[src/rtl/trap_pkg.sv]
`timescale 1ns/1ps
package trap_pkg;
  localparam int CAUSE_W = 3;
  typedef logic [CAUSE_W-1:0] cause_t;
  localparam cause_t CA_IRQ     = 3'd0;
  localparam cause_t CA_TICK    = 3'd1;
  localparam cause_t CA_SYSCALL = 3'd2;
  localparam cause_t CA_OVF     = 3'd3;
  localparam cause_t CA_DIVZ    = 3'd4;
  localparam cause_t CA_BADADDR = 3'd5;
  localparam cause_t CA_PGFAULT = 3'd6;
  localparam cause_t CA_PRIV    = 3'd7;
endpackage

[src/rtl/trap_prio.sv]
`timescale 1ns/1ps
module trap_prio import trap_pkg::*; #(
  parameter int NSTAGE = 3,
  parameter int XLEN   = 32
) (
  input  logic                      user_mode,
  input  logic [NSTAGE-1:0]         exc_vld,
  input  logic [NSTAGE-1:0]         priv_op,
  input  logic [NSTAGE*CAUSE_W-1:0] exc_cause,
  input  logic [NSTAGE*XLEN-1:0]    pc_flat,
  input  logic [NSTAGE*XLEN-1:0]    addr_flat,
  output logic                      hit,
  output cause_t                    hit_cause,
  output logic [XLEN-1:0]           hit_pc,
  output logic [XLEN-1:0]           hit_addr,
  output logic [NSTAGE-1:0]         hit_flush
);
  logic [NSTAGE-1:0] req;
  cause_t            scause [NSTAGE];

  // each stage: its own fault, or a privileged op attempted from user mode
  for (genvar g = 0; g < NSTAGE; g++) begin : g_stage
    assign req[g]    = exc_vld[g] | (priv_op[g] & user_mode);
    assign scause[g] = exc_vld[g] ? exc_cause[g*CAUSE_W +: CAUSE_W] : CA_PRIV;
  end

  // ascending scan: the last (oldest) requester overrides younger ones
  always_comb begin
    hit       = 1'b0;
    hit_cause = CA_IRQ;
    hit_pc    = '0;
    hit_addr  = '0;
    hit_flush = '0;
    for (int i = 0; i < NSTAGE; i++) begin
      if (req[i]) begin
        hit       = 1'b1;
        hit_cause = scause[i];
        hit_pc    = pc_flat[i*XLEN +: XLEN];
        hit_addr  = addr_flat[i*XLEN +: XLEN];
        hit_flush = {NSTAGE{1'b1}} >> (NSTAGE-1-i);
      end
    end
  end
endmodule

[src/rtl/trap_tick.sv]
`timescale 1ns/1ps
module trap_tick #(
  parameter int              TICK_W     = 16,
  parameter logic [TICK_W-1:0] TICK_RESET = '0
) (
  input  logic              clk,
  input  logic              rst,
  input  logic              wr_en,
  input  logic [TICK_W-1:0] wr_data,
  input  logic              take,
  output logic [TICK_W-1:0] period,
  output logic              pend
);
  logic [TICK_W-1:0] cnt;

  always_ff @(posedge clk) begin
    if (rst) begin
      period <= TICK_RESET;
      cnt    <= TICK_RESET;
      pend   <= 1'b0;
    end else if (wr_en) begin
      period <= wr_data;
      cnt    <= wr_data;
      pend   <= 1'b0;
    end else begin
      if (take) pend <= 1'b0;
      if (period != '0) begin
        if (cnt <= TICK_W'(1)) begin
          cnt  <= period;
          pend <= 1'b1;
        end else begin
          cnt <= cnt - TICK_W'(1);
        end
      end
    end
  end

  // the down-counter never exceeds the programmed period
  assert_count_bounded_R10: assert property (@(posedge clk) disable iff (rst)
    (period != '0) |-> (cnt <= period));
  // a load restarts the count and drops a pending tick
  assert_load_restarts_R10: assert property (@(posedge clk) disable iff (rst)
    wr_en |=> (!pend && cnt == $past(wr_data) && period == $past(wr_data)));
endmodule

[src/rtl/trap_unit.sv]
`timescale 1ns/1ps
module trap_unit import trap_pkg::*; #(
  parameter int                NSTAGE     = 3,
  parameter int                XLEN       = 32,
  parameter int                TICK_W     = 16,
  parameter logic [TICK_W-1:0] TICK_RESET = '0,
  parameter logic [XLEN-1:0]   VECTOR     = XLEN'(32'h8000_0180),
  parameter logic [XLEN-1:0]   BOOT_PC    = '0
) (
  input  logic                      clk,
  input  logic                      rst,
  input  logic [NSTAGE-1:0]         stage_exc_vld,
  input  logic [NSTAGE*CAUSE_W-1:0] stage_exc_cause,
  input  logic [NSTAGE-1:0]         stage_priv_op,
  input  logic [NSTAGE*XLEN-1:0]    stage_pc,
  input  logic [NSTAGE*XLEN-1:0]    stage_addr,
  input  logic                      irq_in,
  input  logic                      eret_in,
  input  logic [XLEN-1:0]           cur_sp,
  input  logic [XLEN-1:0]           kernel_sp,
  input  logic                      tick_wr_en,
  input  logic [TICK_W-1:0]         tick_wr_data,
  output logic                      redirect_vld,
  output logic [XLEN-1:0]           redirect_pc,
  output logic [NSTAGE-1:0]         flush_stages,
  output logic                      sp_wr,
  output logic [XLEN-1:0]           sp_wdata,
  output logic                      kernel_mode,
  output logic                      exc_en,
  output logic [XLEN-1:0]           epc,
  output logic [CAUSE_W-1:0]        cause,
  output logic [XLEN-1:0]           badvaddr,
  output logic                      saved_mode,
  output logic [XLEN-1:0]           saved_sp,
  output logic [TICK_W-1:0]         tick_period
);
  localparam int OLDEST = NSTAGE - 1;
  localparam logic [NSTAGE-1:0] FLUSH_ALL = {NSTAGE{1'b1}};

  logic              sync_hit;
  cause_t            sync_cause;
  logic [XLEN-1:0]   sync_pc, sync_addr;
  logic [NSTAGE-1:0] sync_flush;
  logic              irq_pend, tick_pend;
  logic              take_sync, take_async, take, do_eret, take_tick, tick_load;
  cause_t            async_cause;

  trap_prio #(.NSTAGE(NSTAGE), .XLEN(XLEN)) i_prio (
    .user_mode (~kernel_mode),
    .exc_vld   (stage_exc_vld),
    .priv_op   (stage_priv_op),
    .exc_cause (stage_exc_cause),
    .pc_flat   (stage_pc),
    .addr_flat (stage_addr),
    .hit       (sync_hit),
    .hit_cause (sync_cause),
    .hit_pc    (sync_pc),
    .hit_addr  (sync_addr),
    .hit_flush (sync_flush)
  );

  // trap selection: synchronous first, then interrupt, then tick
  assign take_sync   = exc_en & sync_hit;
  assign take_async  = exc_en & ~sync_hit & (irq_pend | tick_pend);
  assign take        = take_sync | take_async;
  assign do_eret     = eret_in & kernel_mode & ~take;
  assign async_cause = irq_pend ? CA_IRQ : CA_TICK;
  assign take_tick   = take_async & ~irq_pend;
  assign tick_load   = tick_wr_en & kernel_mode;

  trap_tick #(.TICK_W(TICK_W), .TICK_RESET(TICK_RESET)) i_tick (
    .clk     (clk),
    .rst     (rst),
    .wr_en   (tick_load),
    .wr_data (tick_wr_data),
    .take    (take_tick),
    .period  (tick_period),
    .pend    (tick_pend)
  );

  // external interrupt pending flag: a new request wins over a same-cycle take
  always_ff @(posedge clk) begin
    if (rst)                         irq_pend <= 1'b0;
    else if (irq_in)                 irq_pend <= 1'b1;
    else if (take_async && irq_pend) irq_pend <= 1'b0;
  end

  // status registers, stack swap and redirect
  always_ff @(posedge clk) begin
    if (rst) begin
      redirect_vld <= 1'b0;
      redirect_pc  <= '0;
      flush_stages <= '0;
      sp_wr        <= 1'b0;
      sp_wdata     <= '0;
      kernel_mode  <= 1'b1;
      exc_en       <= 1'b0;
      epc          <= BOOT_PC;
      cause        <= CA_IRQ;
      badvaddr     <= '0;
      saved_mode   <= 1'b0;
      saved_sp     <= '0;
    end else begin
      redirect_vld <= 1'b0;
      flush_stages <= '0;
      sp_wr        <= 1'b0;
      if (take) begin
        redirect_vld <= 1'b1;
        redirect_pc  <= VECTOR;
        flush_stages <= take_sync ? sync_flush : FLUSH_ALL;
        epc          <= take_sync ? sync_pc : stage_pc[OLDEST*XLEN +: XLEN];
        cause        <= take_sync ? sync_cause : async_cause;
        if (take_sync && (sync_cause == CA_BADADDR || sync_cause == CA_PGFAULT))
          badvaddr <= sync_addr;
        saved_mode   <= kernel_mode;
        saved_sp     <= cur_sp;
        sp_wr        <= 1'b1;
        sp_wdata     <= kernel_sp;
        kernel_mode  <= 1'b1;
        exc_en       <= 1'b0;
      end else if (do_eret) begin
        redirect_vld <= 1'b1;
        redirect_pc  <= epc;
        flush_stages <= FLUSH_ALL;
        sp_wr        <= 1'b1;
        sp_wdata     <= saved_sp;
        kernel_mode  <= saved_mode;
        exc_en       <= 1'b1;
      end
    end
  end

  // a redirect that leaves traps masked goes to the handler in kernel mode
  assert_vector_R2: assert property (@(posedge clk) disable iff (rst)
    (redirect_vld && !exc_en) |-> (redirect_pc == VECTOR && kernel_mode));
  // the level before entry is what gets saved
  assert_saved_mode_R4: assert property (@(posedge clk) disable iff (rst)
    take |=> (saved_mode == $past(kernel_mode) && sp_wr && kernel_mode));
  // while masked and not returning, recorded state and fetch stay put
  assert_masked_hold_R5: assert property (@(posedge clk) disable iff (rst)
    (!exc_en && !eret_in) |=> ($stable(epc) && $stable(cause) && $stable(badvaddr) && !redirect_vld));
  // a return attempted from user mode changes nothing
  assert_user_eret_R8: assert property (@(posedge clk) disable iff (rst)
    (eret_in && !kernel_mode && !take) |=> (!redirect_vld && !kernel_mode));
  // a stage fault always beats a pending interrupt or tick
  assert_sync_first_R9: assert property (@(posedge clk) disable iff (rst)
    (exc_en && sync_hit) |=> (cause == $past(sync_cause) && epc == $past(sync_pc)));
endmodule

[config.mk]
export PLATFORM = sky130hd
export DESIGN_NAME = trap_unit
export DESIGN_NICKNAME = d
export VERILOG_FILES = /design/src/rtl/trap_pkg.sv /design/src/rtl/trap_prio.sv /design/src/rtl/trap_tick.sv /design/src/rtl/trap_unit.sv
export SDC_FILE = /design/constraint.sdc
export NUM_CORES = 1
export LEC_CHECK = 0
export ABC_AREA = 0
export BUFFER_PORTS_ARGS = -buffer_cell sky130_fd_sc_hd__buf_2
export CORE_AREA = 2 2 184 186
export DETAILED_ROUTE_END_ITERATION = 10
export DIE_AREA = 0 0 186 188
export GPL_TIMING_DRIVEN = 0
export PLACE_DENSITY = 0.65
export SLEW_MARGIN = 5
export SYNTH_ARGS = -nofsm -noshare
export SYNTH_HDL_FRONTEND = slang
export SYNTH_SLANG_ARGS = --single-unit
[constraint.sdc]
create_clock -name clk -period 2.91 [get_ports clk]
set_clock_uncertainty 0.2 [all_clocks]
set_input_delay 0.4365 -clock clk [delete_from_list [all_inputs] [get_ports clk]]
set_output_delay 0.4365 -clock clk [all_outputs]
set_load 0.03 [all_outputs]
## Word-level counts from Yosys, hierarchy flattened

Cells that the tools add are included.
W data, S select, Z words.

- Add/sub/neg operators: 1
- Magnitude comparators: 1
- Equal/unequal tests: 2
- Muxes and demuxes: 38
- Bitwise operators: 19
- Reductions and logical operators: 10

Operator list:

| kind | count |
|---|---|
| $mux W32 | 11 |
| $mux W16 | 3 |
| $mux W3 | 11 |
| $le A16 B1 Y1 const B | 1 |
| $reduce_bool A16 Y1 | 1 |
| $sub A16 B1 Y16 const B | 1 |
| $mux W1 | 12 |
| $and A1 B1 Y1 | 10 |
| $eq A3 B3 Y1 const B | 2 |
| $reduce_bool A2 Y1 | 3 |
| $or A1 B1 Y1 | 5 |
| $not A1 Y1 | 4 |
| $reduce_or A2 Y1 | 2 |
| $logic_and A1 B1 Y1 | 2 |
| $mux W2 | 1 |
| $reduce_and A2 Y1 | 1 |
| $logic_or A1 B1 Y1 | 1 |

- Register bits: 204
- Bits of input ports: 292
- Word-level logic and storage cells: 87

## Longest topological paths before layout

- Depth in word-level cells: 14
- Mapped depth: 10

## Cells and area by module

From an unflattened synthesis, not the netlist that was laid out.

- Cell total of the unflattened synthesis: 1361
- Area total of the unflattened synthesis: 10153.5 sq um

By module, submodules not included:

| module | instances | cells an instance | area each (sq um) | seq. area each (sq um) |
|---|---|---|---|---|
| trap_unit | 1 | 824 | 6831.6 | 3423.3 |
| trap_tick | 1 | 221 | 1793.0 | 660.6 |
| trap_prio | 1 | 316 | 1529.0 | 0.0 |

## Least setup slack after synthesis

No wires, ideal clock.

- Path type: reg2reg
- From: reg kernel_mode
- To: reg epc[2]
- Data arrival time: 2.269 ns
- Required time: 2.640 ns
- Setup slack: 0.371 ns
- Cell stages (with the launch flop): 11
- Path buffers: 4
- Period minus slack after synthesis: 2.539 ns
- Cells stage by stage: dfxtp_1 nor2b_1 or2_0 clkbuf_1 or3_1 clkbuf_1 o21ai_2 buf_4 buf_2 nand2_1 a21oi_1

- Longest elaborated chain between the ends: 10
- Elaborated cells on any way between the ends: 19

Ends and longest elaborated chain:

| element | RTL line | RTL |
|---|---|---|
| start: declaration | trap_unit.sv:28 | `output logic kernel_mode,` |
| start signal: assignment | trap_unit.sv:127 | `kernel_mode <= saved_mode;` |
| $not A1 Y1 * | trap_unit.sv:49 | `.user_mode (~kernel_mode),` |
| $and A1 B1 Y1 | trap_prio.sv:23 | `assign req[g] = exc_vld[g] \| (priv_op[g] & user_mode);` |
| $or A1 B1 Y1 | trap_prio.sv:23 |  |
| $mux W1 (3 in series) | trap_prio.sv:35 | `if (req[i]) begin` |
| $not A1 Y1 | trap_unit.sv:64 | `assign take_async = exc_en & ~sync_hit & (irq_pend \| tick_pend);` |
| $and A1 B1 Y1 (2 in series) | trap_unit.sv:64 |  |
| $or A1 B1 Y1 | trap_unit.sv:65 | `assign take = take_sync \| take_async;` |
| end signal: assignment | trap_unit.sv:111 | `epc <= take_sync ? sync_pc : stage_pc[OLDEST*XLEN +: XLEN];` |
| end: declaration | trap_unit.sv:30 | `output logic [XLEN-1:0] epc,` |

Mark *: on every way between the ends. The rest lies on a longest branch, timed or not.
A chain may end at the register's enable or synchronous reset.

## Worst setup path after layout

- From: reg i_tick.cnt[0]
- To: reg i_tick.cnt[10]

- Longest elaborated chain between the ends: 4
- Elaborated cells on any way between the ends: 5

Ends and longest elaborated chain:

| element | RTL line | RTL |
|---|---|---|
| start: declaration | trap_tick.sv:14 | `logic [TICK_W-1:0] cnt;` |
| start signal: assignment | trap_tick.sv:23 | `cnt <= wr_data;` |
| start signal: assignment | trap_tick.sv:29 | `cnt <= period;` |
| start signal: assignment | trap_tick.sv:32 | `cnt <= cnt - TICK_W'(1);` |
| $sub A16 B1 Y16 / $le A16 B1 Y1 (equally long branches) | trap_tick.sv:32, trap_tick.sv:28 |  |
| $mux W16 * | trap_tick.sv:28 | `if (cnt <= TICK_W'(1)) begin` |
| $mux W16 * | trap_tick.sv:27 | `if (period != '0) begin` |
| $mux W16 * | trap_tick.sv:21 | `end else if (wr_en) begin` |

Mark *: on every way between the ends. The rest lies on a longest branch, timed or not. The select of a mux whose other input is x is not followed.

==> Flow_metrics.wiki <==
{| class="wikitable"
! Metric !! Value
|-
| Site Rows || 67
|-
| Critical path endpoint category || flop
|-
| Routed wire length || 44360 um
|-
| Die area || 34970 um^2
|-
| Routed via count || 11670
|-
| Flop and latch count out of synthesis || 204
|-
| Async SR Flop Fraction || 0%
|-
| Highest Clock Rate || 362.8 MHz
|-
| Slew Limit Fails || 0
|-
| Post-route ant nets || 0
|-
| GR Layer Usage met3 || 4.447%
|-
| Final cycle utilization of the critical path || 94.73%
|-
| Relative contribution of sequential cells to total power || 38.6%
|-
| Commonest non-fill, non-tap cell in the layout || sky130_fd_sc_hd__buf_2
|-
| Net Count, Synth || 1489
|-
| Core Util, Final || 42.32%
|-
| Net switching fraction of the power || 31.50%
|-
| Clock buffers created by TritonCTS || 24
|-
| CTS tree || built
|-
| Sequential area share after synthesis || 43.66%
|-
| Count of final setup violators || 0
|-
| Setup slack after placement || -0.7030 ns
|-
| Comb pwr share || 22.1%
|-
| Via count of the first global-routing pass || 11240
|-
| Reported leakage power || 6.044 nW
|-
| Root Buffer Master || sky130_fd_sc_hd__clkbuf_16
|-
| Unique cell type count in the Yosys netlist || 56
|-
| Met2 routing resource usage after global routing || 42.14%
|-
| Primary FF master, synth || sky130_fd_sc_hd__dfxtp_1
|-
| Worst voltage drop across the vdd grid || 0.4283 mV
|-
| Layout cells sized above 1 || 31.71%
|-
| Clock Path Buffers || 3
|-
| Nets || 2068
|-
| Measured slew at the worst slew-check pin || 0.8880 ns
|-
| GRT busiest layer || met2
|-
| Core region area || 33110 um^2
|-
| Per-instance average area after synthesis || 7.828 um^2
|-
| Setup CP Type || flop to flop
|-
| IO Count || 479
|-
| CP max FO || 8
|-
| Overall routing resource usage || 24.15%
|-
| Post-synthesis instance area || 9354 um^2
|-
| First-pass GRT wire length || 65080 um
|-
| Mean routed wirelength per cell || 19.75 um
|-
| Storage element area || 4085 um^2
|-
| DRC marker count from the first detailed-route iteration || 577
|-
| Arrival time of data at the critical path endpoint || 2.93 ns
|-
| Number of enable-type register cells in the synthesized netlist || 0
|-
| Total of buffers placed on input and output ports || 477
|-
| Met1 track demand over resource || 29.23%
|-
| Syn Inst Count || 1195
|-
| Final count of hold timing violations || 0
|-
| Relative slew slack || 40.80%
|-
| Die height || 188 um
|-
| DR vias/cell || 5.197
|-
| Effective utilization at floorplan || 28.25%
|-
| Register clock-pin slew on the reported worst setup and hold paths || 0.06 ns
|-
| Largest net degree at the start of global routing || 13
|-
| Filler instances || 3340
|-
| Class of the tightest hold or removal check || input port to flop
|-
| Area taken by multi-input logic gates || 4820 um^2
|-
| Critical Path RT || 3.08 ns
|-
| Final WS setup || 0.1534 ns
|-
| Floorplan die width || 186 um
|-
| Total clock sinks || 204
|-
| Final global-route overflow total || 0
|-
| Area grow syn2layout || 49.81%
|-
| Yosys warning count || 0
|-
| Pwr/cell area || 575.1 nW/um^2
|-
| Relative contribution of the clock network to total power || 39.3%
|-
| Setup TNS || 0 ns
|-
| Count of H-tree levels built during CTS || 1
|-
| Setup repair after global routing missed its margin || false
|-
| Result of the run || finished, final reports clean
|-
| Internal cell power || 0.005521 W
|-
| Top library cells by usage in the layout, fill and taps aside || sky130_fd_sc_hd__buf_2 (488), sky130_fd_sc_hd__nand2_1 (285), sky130_fd_sc_hd__dfxtp_1 (203)
|-
| Final weighted congestion in routability-driven placement || 0.9032
|-
| Number of antenna violations at the first check in global routing || 7
|-
| Half-perimeter wire length after placement || 34030 um
|-
| Worst-Skew Late Latency || 0.52 ns
|-
| Detailed-router iteration count before antenna repair || 5
|-
| Number of violations of the max-capacitance limit || 0
|-
| Startpoint type of the worst setup path || flop
|-
| Switching component of the power || 0.002539 W
|-
| DR DRC count || 0
|-
| Post-layout min period || 2.757 ns
|}
==> what timing repair did <==
action | CTS | global route
endpoints found under the setup margin | 168 | 85
pin swaps | 1 | 0
gates resized for setup | 19 | 18
hold endpoints to repair | 72 | 0
hold buffers | 71 | 0
buffers inserted | 6 | 0
==> flip-flops by register name (all words and copies together) (netlist names) <==
register / count
saved_mode: 1
i_tick.period: 16
redirect_pc: 32
sp_wr: 1
badvaddr: 32
epc: 32
i_tick.cnt: 16
i_tick.pend: 1
irq_pend: 1
exc_en: 1
flush_stages: 3
sp_wdata: 32
cause: 3
kernel_mode: 1
saved_sp: 32
==> metal layers <==
| layer | up-vias | routed length (um) | share of wire (%) |
|---|---|---|---|
| met5 | - | 13 | 0.029 |
| met4 | 2 | 1503 | 3.4 |
| met3 | 100 | 3511 | 7.9 |
| met2 | 567 | 21450 | 48 |
| met1 | 5514 | 17880 | 40 |
| li1 | 5489 | - | - |
==> synthesized netlist by cell type, types with 2 or more instances <==
cell	number	share of area, %
sky130_fd_sc_hd__nor2b_1	35	2.3
sky130_fd_sc_hd__buf_2	10	0.54
sky130_fd_sc_hd__o31ai_1	2	0.16
sky130_fd_sc_hd__buf_1	3	0.12
sky130_fd_sc_hd__and2_1	3	0.20
sky130_fd_sc_hd__ha_1	2	0.27
sky130_fd_sc_hd__o2bb2ai_1	2	0.19
sky130_fd_sc_hd__or4_1	3	0.24
sky130_fd_sc_hd__nand2_1	285	11
sky130_fd_sc_hd__dfxtp_1	204	44
sky130_fd_sc_hd__clkbuf_1	95	3.8
sky130_fd_sc_hd__a311oi_1	38	3.6
sky130_fd_sc_hd__o2111ai_1	2	0.19
sky130_fd_sc_hd__nand2b_1	10	0.67
sky130_fd_sc_hd__o21a_1	3	0.24
sky130_fd_sc_hd__buf_4	2	0.16
sky130_fd_sc_hd__a2bb2oi_1	2	0.19
sky130_fd_sc_hd__nand3_1	6	0.32
sky130_fd_sc_hd__nor3_1	9	0.48
sky130_fd_sc_hd__a21o_1	2	0.16
sky130_fd_sc_hd__o22ai_1	3	0.20
sky130_fd_sc_hd__or3_1	4	0.27
sky130_fd_sc_hd__xnor2_1	2	0.19
sky130_fd_sc_hd__a221oi_1	33	3.1
sky130_fd_sc_hd__and3_1	3	0.20
sky130_fd_sc_hd__a211oi_1	6	0.48
sky130_fd_sc_hd__o211ai_1	38	3.0
sky130_fd_sc_hd__or2_2	2	0.13
sky130_fd_sc_hd__nor2_1	100	4.0
sky130_fd_sc_hd__o41ai_1	33	3.1
sky130_fd_sc_hd__nor4_1	6	0.40
sky130_fd_sc_hd__inv_1	8	0.32
sky130_fd_sc_hd__o221ai_1	2	0.19
sky130_fd_sc_hd__buf_6	3	0.36
sky130_fd_sc_hd__o21ai_0	46	2.5
sky130_fd_sc_hd__a31oi_1	7	0.47
sky130_fd_sc_hd__a221o_1	32	3.4
sky130_fd_sc_hd__a21oi_1	131	7.0
==> layout make-up <==
cell class / count / area share (%)
well taps: 448 / 4.000
multi-input cells: 869 / 34.39
diodes: 7 / 0.1250
clock buffers: 33 / 4.884
repair buffers: 554 / 22.70
clock inverters: 10 / 1.009
plain buffers: 113 / 3.527
flip-flops and latches: 204 / 29.15
inverters: 8 / 0.2143
==> through the flow <==
step | cell area [um^2] | std cells | total power [W] | hold slack, ns
after global routing | 14010 | 2243 | 0.008414 | 0.007473
after floorplan | 9354 | 1195 | 0.004137 | 0.2445
after detailed placement | 12300 | 2120 | 0.004824 | 0.2493
after CTS | 13970 | 2240 | 0.008078 | 0.001449
final | 14010 | 2246 | 0.008060 | 0.01890
after global placement | 12300 | 2120 | 0.004803 | 0.2406
==> kinds of logic after synthesis <==
kind of cell / share of synthesized area, %
buf+inv: 5.364
simple gates: 21.28
mux: 0.1204
xor+xnor: 0.2810
flops: 43.66
compound gates: 29.03
fa+ha+maj: 0.2675
==> final timing paths <==
check	slack [ns]	endpoint	cells after the start	from
worst min-delay path	0.02	badvaddr[13]	3	stage_addr[77]
worst max-delay path	0.15	i_tick.cnt[10]	7	i_tick.cnt[0]
worst min register to register	0.26	redirect_pc[4]	2	redirect_pc[4]
worst max register to register	0.15	i_tick.cnt[10]	7	i_tick.cnt[0]
==> critical path, stage by stage, from the launching register on <==
cell and delay, ns:
sky130_fd_sc_hd__dfxtp_1 0.36, sky130_fd_sc_hd__inv_1 0.07, sky130_fd_sc_hd__ha_1 0.27, sky130_fd_sc_hd__or4b_2 0.60, sky130_fd_sc_hd__clkbuf_1 0.23, sky130_fd_sc_hd__o31a_1 0.33, sky130_fd_sc_hd__a2111oi_1 0.46, sky130_fd_sc_hd__nor4_1 0.09
==> power groups by stage <==
stage	Sequential, W	Combinational [W]	Clock (W)
2_1_floorplan	0.00337	0.000767	0
3_3_place_gp	0.00316	0.00165	0
3_5_place_dp	0.00316	0.00166	0
4_1_cts	0.00310	0.00177	0.00321
5_1_grt	0.00313	0.00194	0.00334
6_report	0.00311	0.00178	0.00317
No activity file was read; power rests on OpenSTA's default activity.
